**src/rtl/marchc_pkg.sv**
```systemverilog
package marchc_pkg;
  typedef logic [2:0] elemT;

  localparam elemT FINAL_ELEM = 3'd5;

  typedef struct packed {
    logic rdIssue;
    logic expVal;
    elemT elem;
    logic finalOp;
    logic clear;
  } strobeT;

  // Elements 1 to 4 apply a read and then a write to every cell.
  function automatic logic pairElem(elemT e);
    return (e == 3'd1) || (e == 3'd2) || (e == 3'd3) || (e == 3'd4);
  endfunction

  function automatic logic downElem(elemT e);
    return (e == 3'd3) || (e == 3'd4);
  endfunction

  function automatic logic isWriteOp(elemT e, logic op);
    if (e == 3'd0) return 1'b1;
    if (e == FINAL_ELEM) return 1'b0;
    return op;
  endfunction

  function automatic logic opValue(elemT e, logic op);
    if ((e == 3'd1) || (e == 3'd3)) return op;
    if ((e == 3'd2) || (e == 3'd4)) return ~op;
    return 1'b0;
  endfunction
endpackage

```
**src/rtl/marchc_ctrl.sv**
```systemverilog
module marchc_ctrl
  import marchc_pkg::*;
#(
  parameter int ROWS = 512,
  parameter int COLS = 512,
  localparam int RW = (ROWS > 1) ? $clog2(ROWS) : 1,
  localparam int CW = (COLS > 1) ? $clog2(COLS) : 1
) (
  input  logic          clk,
  input  logic          rstN,
  input  logic          start,
  output logic [RW-1:0] rowAddr,
  output logic [CW-1:0] colAddr,
  output logic          wrEn,
  output logic          wrData,
  output logic          rdEn,
  output logic          expData,
  output logic          rowLast,
  output strobeT        strb
);
  localparam logic [RW-1:0] ROW_MAX = RW'(ROWS - 1);
  localparam logic [CW-1:0] COL_MAX = CW'(COLS - 1);

  logic          running;
  elemT          elem;
  logic          op;
  logic [RW-1:0] row;
  logic [CW-1:0] col;

  logic desc, cellDone, colEnd, rowEnd, writeNow, value;
  elemT nextElem;

  always_comb begin
    desc     = downElem(elem);
    cellDone = pairElem(elem) ? op : 1'b1;
    colEnd   = desc ? (col == '0) : (col == COL_MAX);
    rowEnd   = desc ? (row == '0) : (row == ROW_MAX);
    writeNow = isWriteOp(elem, op);
    value    = opValue(elem, op);
    nextElem = elemT'(elem + 3'd1);
  end

  always_ff @(posedge clk or negedge rstN) begin
    if (!rstN) begin
      running <= 1'b0;
      elem    <= '0;
      op      <= 1'b0;
      row     <= '0;
      col     <= '0;
    end else if (!running) begin
      if (start) begin
        running <= 1'b1;
        elem    <= '0;
        op      <= 1'b0;
        row     <= '0;
        col     <= '0;
      end
    end else if (!cellDone) begin
      op <= 1'b1;
    end else begin
      op <= 1'b0;
      if (!colEnd) begin
        col <= desc ? col - 1'b1 : col + 1'b1;
      end else if (!rowEnd) begin
        col <= desc ? COL_MAX : '0;
        row <= desc ? row - 1'b1 : row + 1'b1;
      end else if (elem == FINAL_ELEM) begin
        running <= 1'b0;
        elem    <= '0;
        row     <= '0;
        col     <= '0;
      end else begin
        elem <= nextElem;
        row  <= downElem(nextElem) ? ROW_MAX : '0;
        col  <= downElem(nextElem) ? COL_MAX : '0;
      end
    end
  end

  always_comb begin
    rowAddr      = row;
    colAddr      = col;
    wrEn         = running & writeNow;
    rdEn         = running & ~writeNow;
    wrData       = value;
    expData      = value;
    rowLast      = running & cellDone & colEnd;
    strb.rdIssue = running & ~writeNow;
    strb.expVal  = value;
    strb.elem    = elem;
    strb.finalOp = running & cellDone & colEnd & rowEnd & (elem == FINAL_ELEM);
    strb.clear   = ~running & start;
  end

  // never a read and a write in the same cycle
  a_r7_single_op: assert property (@(posedge clk) disable iff (!rstN)
    wrEn |-> !rdEn);

  // addresses stay inside the array
  a_r3_addr_range: assert property (@(posedge clk) disable iff (!rstN)
    (wrEn || rdEn) |-> (rowAddr <= ROW_MAX && colAddr <= COL_MAX));

  // the row marker only appears at an end column
  a_r6_rowlast_edge: assert property (@(posedge clk) disable iff (!rstN)
    rowLast |-> (colAddr == '0 || colAddr == COL_MAX));

  // the read of a pair is followed by the write to the same cell
  a_r5_pair_same_cell: assert property (@(posedge clk) disable iff (!rstN)
    (rdEn && pairElem(elem)) |=> (wrEn && $stable(rowAddr) && $stable(colAddr)));
endmodule

```
**src/rtl/marchc_check.sv**
```systemverilog
module marchc_check
  import marchc_pkg::*;
#(
  parameter int RW = 9,
  parameter int CW = 9
) (
  input  logic          clk,
  input  logic          rstN,
  input  strobeT        strb,
  input  logic [RW-1:0] rowIn,
  input  logic [CW-1:0] colIn,
  input  logic          rdData,
  output logic          done,
  output logic          fail,
  output elemT          failElem,
  output logic [RW-1:0] failRow,
  output logic [CW-1:0] failCol,
  output logic          failData
);
  logic          pendRd, pendExp, pendFinal;
  elemT          pendElem;
  logic [RW-1:0] pendRow;
  logic [CW-1:0] pendCol;
  logic          mismatch;

  assign mismatch = pendRd & (rdData != pendExp);

  always_ff @(posedge clk or negedge rstN) begin
    if (!rstN) begin
      pendRd    <= 1'b0;
      pendExp   <= 1'b0;
      pendFinal <= 1'b0;
      pendElem  <= '0;
      pendRow   <= '0;
      pendCol   <= '0;
      done      <= 1'b0;
      fail      <= 1'b0;
      failElem  <= '0;
      failRow   <= '0;
      failCol   <= '0;
      failData  <= 1'b0;
    end else begin
      pendRd    <= strb.rdIssue;
      pendExp   <= strb.expVal;
      pendFinal <= strb.finalOp;
      pendElem  <= strb.elem;
      pendRow   <= rowIn;
      pendCol   <= colIn;
      done      <= pendFinal;
      if (strb.clear) begin
        fail     <= 1'b0;
        failElem <= '0;
        failRow  <= '0;
        failCol  <= '0;
        failData <= 1'b0;
      end else if (mismatch && !fail) begin
        fail     <= 1'b1;
        failElem <= pendElem;
        failRow  <= pendRow;
        failCol  <= pendCol;
        failData <= rdData;
      end
    end
  end

  // fail stays set until a new test is started
  a_r9_fail_sticky: assert property (@(posedge clk) disable iff (!rstN)
    (fail && !strb.clear) |=> fail);

  // captured fields do not change once fail is set
  a_r9_capture_held: assert property (@(posedge clk) disable iff (!rstN)
    (fail && !strb.clear) |=> ($stable(failElem) && $stable(failRow) && $stable(failCol)));

  // done lasts a single cycle
  a_r10_done_pulse: assert property (@(posedge clk) disable iff (!rstN)
    done |=> !done);

  // a capture only ever records a real element index
  a_r8_elem_range: assert property (@(posedge clk) disable iff (!rstN)
    fail |-> (failElem <= FINAL_ELEM));
endmodule

```
**src/rtl/marchc_seq.sv**
```systemverilog
module marchc_seq
  import marchc_pkg::*;
#(
  parameter int ROWS = 512,
  parameter int COLS = 512,
  localparam int RW = (ROWS > 1) ? $clog2(ROWS) : 1,
  localparam int CW = (COLS > 1) ? $clog2(COLS) : 1
) (
  input  logic          clk,
  input  logic          rstN,
  input  logic          start,
  input  logic          rdData,
  output logic [RW-1:0] rowAddr,
  output logic [CW-1:0] colAddr,
  output logic          wrEn,
  output logic          wrData,
  output logic          rdEn,
  output logic          expData,
  output logic          rowLast,
  output logic          done,
  output logic          fail,
  output logic [2:0]    failElem,
  output logic [RW-1:0] failRow,
  output logic [CW-1:0] failCol,
  output logic          failData
);
  strobeT strb;

  marchc_ctrl #(.ROWS(ROWS), .COLS(COLS)) uCtrl (
    .clk(clk), .rstN(rstN), .start(start),
    .rowAddr(rowAddr), .colAddr(colAddr),
    .wrEn(wrEn), .wrData(wrData), .rdEn(rdEn), .expData(expData),
    .rowLast(rowLast), .strb(strb)
  );

  marchc_check #(.RW(RW), .CW(CW)) uCheck (
    .clk(clk), .rstN(rstN), .strb(strb),
    .rowIn(rowAddr), .colIn(colAddr), .rdData(rdData),
    .done(done), .fail(fail), .failElem(failElem),
    .failRow(failRow), .failCol(failCol), .failData(failData)
  );
endmodule

```
**config.mk**
```make
export PLATFORM = sky130hd
export DESIGN_NAME = marchc_seq
export DESIGN_NICKNAME = d
export VERILOG_FILES = /design/src/rtl/marchc_pkg.sv /design/src/rtl/marchc_ctrl.sv /design/src/rtl/marchc_check.sv /design/src/rtl/marchc_seq.sv
export SDC_FILE = /design/constraint.sdc
export NUM_CORES = 1
export LEC_CHECK = 0
export ABC_AREA = 0
export BUFFER_PORTS_ARGS = -buffer_cell sky130_fd_sc_hd__clkbuf_2
export CAP_MARGIN = 15
export CORE_MARGIN = 2
export CORE_UTILIZATION = 55
export DETAILED_ROUTE_END_ITERATION = 10
export HOLD_SLACK_MARGIN = 0.06
export PLACE_DENSITY = 0.75
export SLEW_MARGIN = 20
export SYNTH_ARGS = -nofsm -noshare
export SYNTH_HDL_FRONTEND = slang
export SYNTH_SLANG_ARGS = --single-unit
```
**constraint.sdc**
```tcl
create_clock -name clk -period 4.4 [get_ports clk]
set_input_delay 0.44 -clock clk [delete_from_list [all_inputs] [get_ports clk]]
set_output_delay 0.44 -clock clk [all_outputs]
set_load 0.01 [all_outputs]
```
==> impl_metrics.yaml <==
pwr:
  swShare_pct: 41.5
  peakVddDrop_mv: 0.355
  pwr-share-comb_pct: 42.4
  internal-power_mw: 1.69
  p_clk_share_pct: 16.0
  p_leak_nw: 1.96
  power.density_mw_per_mm2: 713
  p_sw_mw: 1.20
  total_power_mw: 2.88
  p_seq_share_pct: 41.6
detailed_routing:
  wirelength_mm: 7.63
  drt_first_pass_iters: 4
  wl_per_cell_um: 15.0
  wl_met1_mm: 3.61
  vias: 2894
  maxUsedRoutingLayer: "met4"
  met2_length_mm: 3.50
  ant_nets: 0
  drt_iter0_markers: 214
  wl_met3_um: 420
  via_per_inst: 5.69
  drc: 0
logic_synthesis:
  synth_seq_area_share_pct: 49.7
  ys_types: 53
  synth_area_per_cell_sq_um: 9.46
  yosys.area_share.xor_xnor_pct: 2.94
  synth_edf_count: 0
  synth.area.mux_share_pct: 1.93
  ys_ff_latch: 71
  synth_top_flop_cell: "dfrtp_1"
  syn_nets: 401
  netlist_area_sq_mm: 0.00357
  synthCells: 378
  synth_top_family_by_area: "simple AND/OR/NAND/NOR gates"
  synth_compound_gate_area_share_pct: 15.8
  synth_async_sr_flop_share_pct: 100
  yosys.area_share.simple_pct: 19.0
  yosysWarnings: 0
  synth_adder_area_share_pct: 7.07
finish:
  layout_commonest_cell: "nand2_1"
  fin_util_pct: 64.1
  layout_common_cells: "76 x nand2_1, 71 x dfrtp_1, 49 x clkbuf_2"
  antenna_cells: 0
  drive_gt1_share_pct: 17.6
  fin_cells: 509
  final_cell_area_sq_mm: 0.00405
  final_nets: 450
  areaGrowthSynthToFinish_pct: 13.2
clocking:
  clock-sinks: 71
  htreeDepth: 3
  clockBufferDepth: 2
  tritoncts: "done"
  post_cts_buffers: 0
  cts_hold_buf: 0
  clk_latency_ps: 330
  cts_resized: 0
  cts_buffers: 9
  clk_pin_slew_ps: 70
  clockRootBuffer: "clkbuf_8"
placement:
  io_buffers: 50
  dp.cells: 493
  placed_cell_area_sq_mm: 0.00387
  gp_congestion: 0.897
  pre_cts_ws_ps: 967
  dp_hpwl_mm: 5.40
critical_path:
  critPathRequiredTime_ps: 4620
  crit_path_start_kind: "register"
  cp_max_fo: 22
  critPathCaptureType: "register"
  reg2reg_depth: 11
  cp_slowest_cell: "dfrtp_1"
  path_class: "reg -> reg"
  crit_arrival_ps: 3710
  crit_chain: "nor3b_1 -> or2_1 -> buf_4 -> inv_1 -> fa_1 -> nand2b_1 -> a21oi_1 -> o21ai_0 -> o21ba_2 -> xnor2_1 -> a311o_1"
  slowest_delay_ps: 490
timing:
  timing.final.crit_period_ps: 3490
  slew_headroom_pct: 42.6
  finalCritPeriodShare_pct: 79.3
  worst_slew_pin_slew_ps: 858
  finClkSkew_ps: 8.01
  holdWs_ps: 178
  rsz0062_at_grt: "false"
  finalHoldViolations: 0
  fin_setup_tns_ps: 0
  report.final.slew_viol_count: 0
  finalSetupViolCount: 0
  layout_setup_ws_ps: 909
  fmax_mhz: 286
grt:
  grt_pass1_wl_mm: 13.0
  overflow: 0
  grt_usage_pct: 22.4
  grt_max_degree: 37
  grt_pass1_vias: 2701
  antenna_found_initial: 0
run:
  cap_viol_max_count: 0
floorplan:
  coreArea_sq_mm: 0.00631
  start_util_pct: 56.6
  dieArea_sq_mm: 0.00716
  dieHeight_um: 84.6
  fp-row-count: 29
  die_w_um: 84.6
  ioPinCount: 51
run_status:
  outcome: "finished clean"
min_path:
  min_path_type: "in -> async"
## power groups by stage
stage	combinational [mW]	sequential, mW	clock, mW
after CTS	1.22	1.19	0.479
after detailed placement	1.22	1.21	0
after global placement	1.19	1.19	0
after floorplan	0.799	1.20	0
final	1.22	1.20	0.463
after global routing	1.38	1.24	0.495
## sequential cells by signal, indices dropped and copies added, names as in the netlist, 3 cells and up
name	count
uCheck.failElem	3
uCtrl.elem	3
uCheck.pendCol	9
uCheck.pendElem	3
uCheck.failCol	9
uCheck.failRow	9
uCtrl.rowAddr	9
uCheck.pendRow	9
uCtrl.colAddr	9
## routing by layer
metal	vias to the layer above	GRT usage, %
li1	1409	-
met1	1394	32.9
met2	80	33.3
met3	11	4.72
met4	0	7.36
met5	-	0
## cell type report
type | count | area (sq um)
timing repair buffer | 53 | 273
sequential | 71 | 1780
clock buffer | 13 | 159
clock inverter | 3 | 17.5
inverter | 15 | 56.3
tap | 77 | 96.3
fill | 525 | 2270
multi-input combinational | 277 | 1670
## cell usage after synthesis, types with 3 or more instances
| library cell | instances | area share (%) |
|---|---|---|
| nor2_1 | 27 | 2.8 |
| or3_1 | 7 | 1.2 |
| ha_1 | 17 | 6.0 |
| xor2_1 | 4 | 0.98 |
| buf_2 | 4 | 0.56 |
| clkbuf_1 | 9 | 0.94 |
| o21ai_0 | 29 | 4.1 |
| a211oi_1 | 3 | 0.63 |
| a31oi_1 | 5 | 0.88 |
| nand3_1 | 10 | 1.4 |
| dfrtp_1 | 71 | 50 |
| and2_1 | 3 | 0.53 |
| a21oi_1 | 28 | 3.9 |
| xnor2_1 | 8 | 2.0 |
| inv_1 | 15 | 1.6 |
| nor4_1 | 4 | 0.70 |
| nor3_1 | 9 | 1.3 |
| nand2_1 | 76 | 8.0 |
## kinds of logic after synthesis
logic type / Yosys count
and+or+nand+nor: 152
AOI/OAI and AO/OA: 89
DFF: 71
buffers and inverters: 30
adders and majority gates: 19
xor gates and xnor gates: 12
muxes: 5
## worst paths after layout
path | start | to | slack [ps]
worst max-delay path | uCtrl.elem[1] | uCtrl.rowAddr[8] | 910
worst min-delay path | rstN | uCheck.failCol[0] | 180
worst max register to register | uCtrl.elem[1] | uCtrl.rowAddr[8] | 910
worst min register to register | uCheck.pendFinal | uCheck.done | 350
max in group asynchronous | rstN | uCheck.pendRow[0] | 3290
min in group clk | rdData | uCheck.failData | 350
## worst max-delay path: cells and delay by family (launching register included)
kind,cells,cell delay (ps)
AND/OR/NAND/NOR,3,800
AO/OA/AOI/OAI,4,910
flip-flops,1,490
XOR/XNOR,1,130
adder cells (fa/ha/maj),1,460
buffers and inverters,2,570
Note: power is estimated with default switching activity, not from simulation.
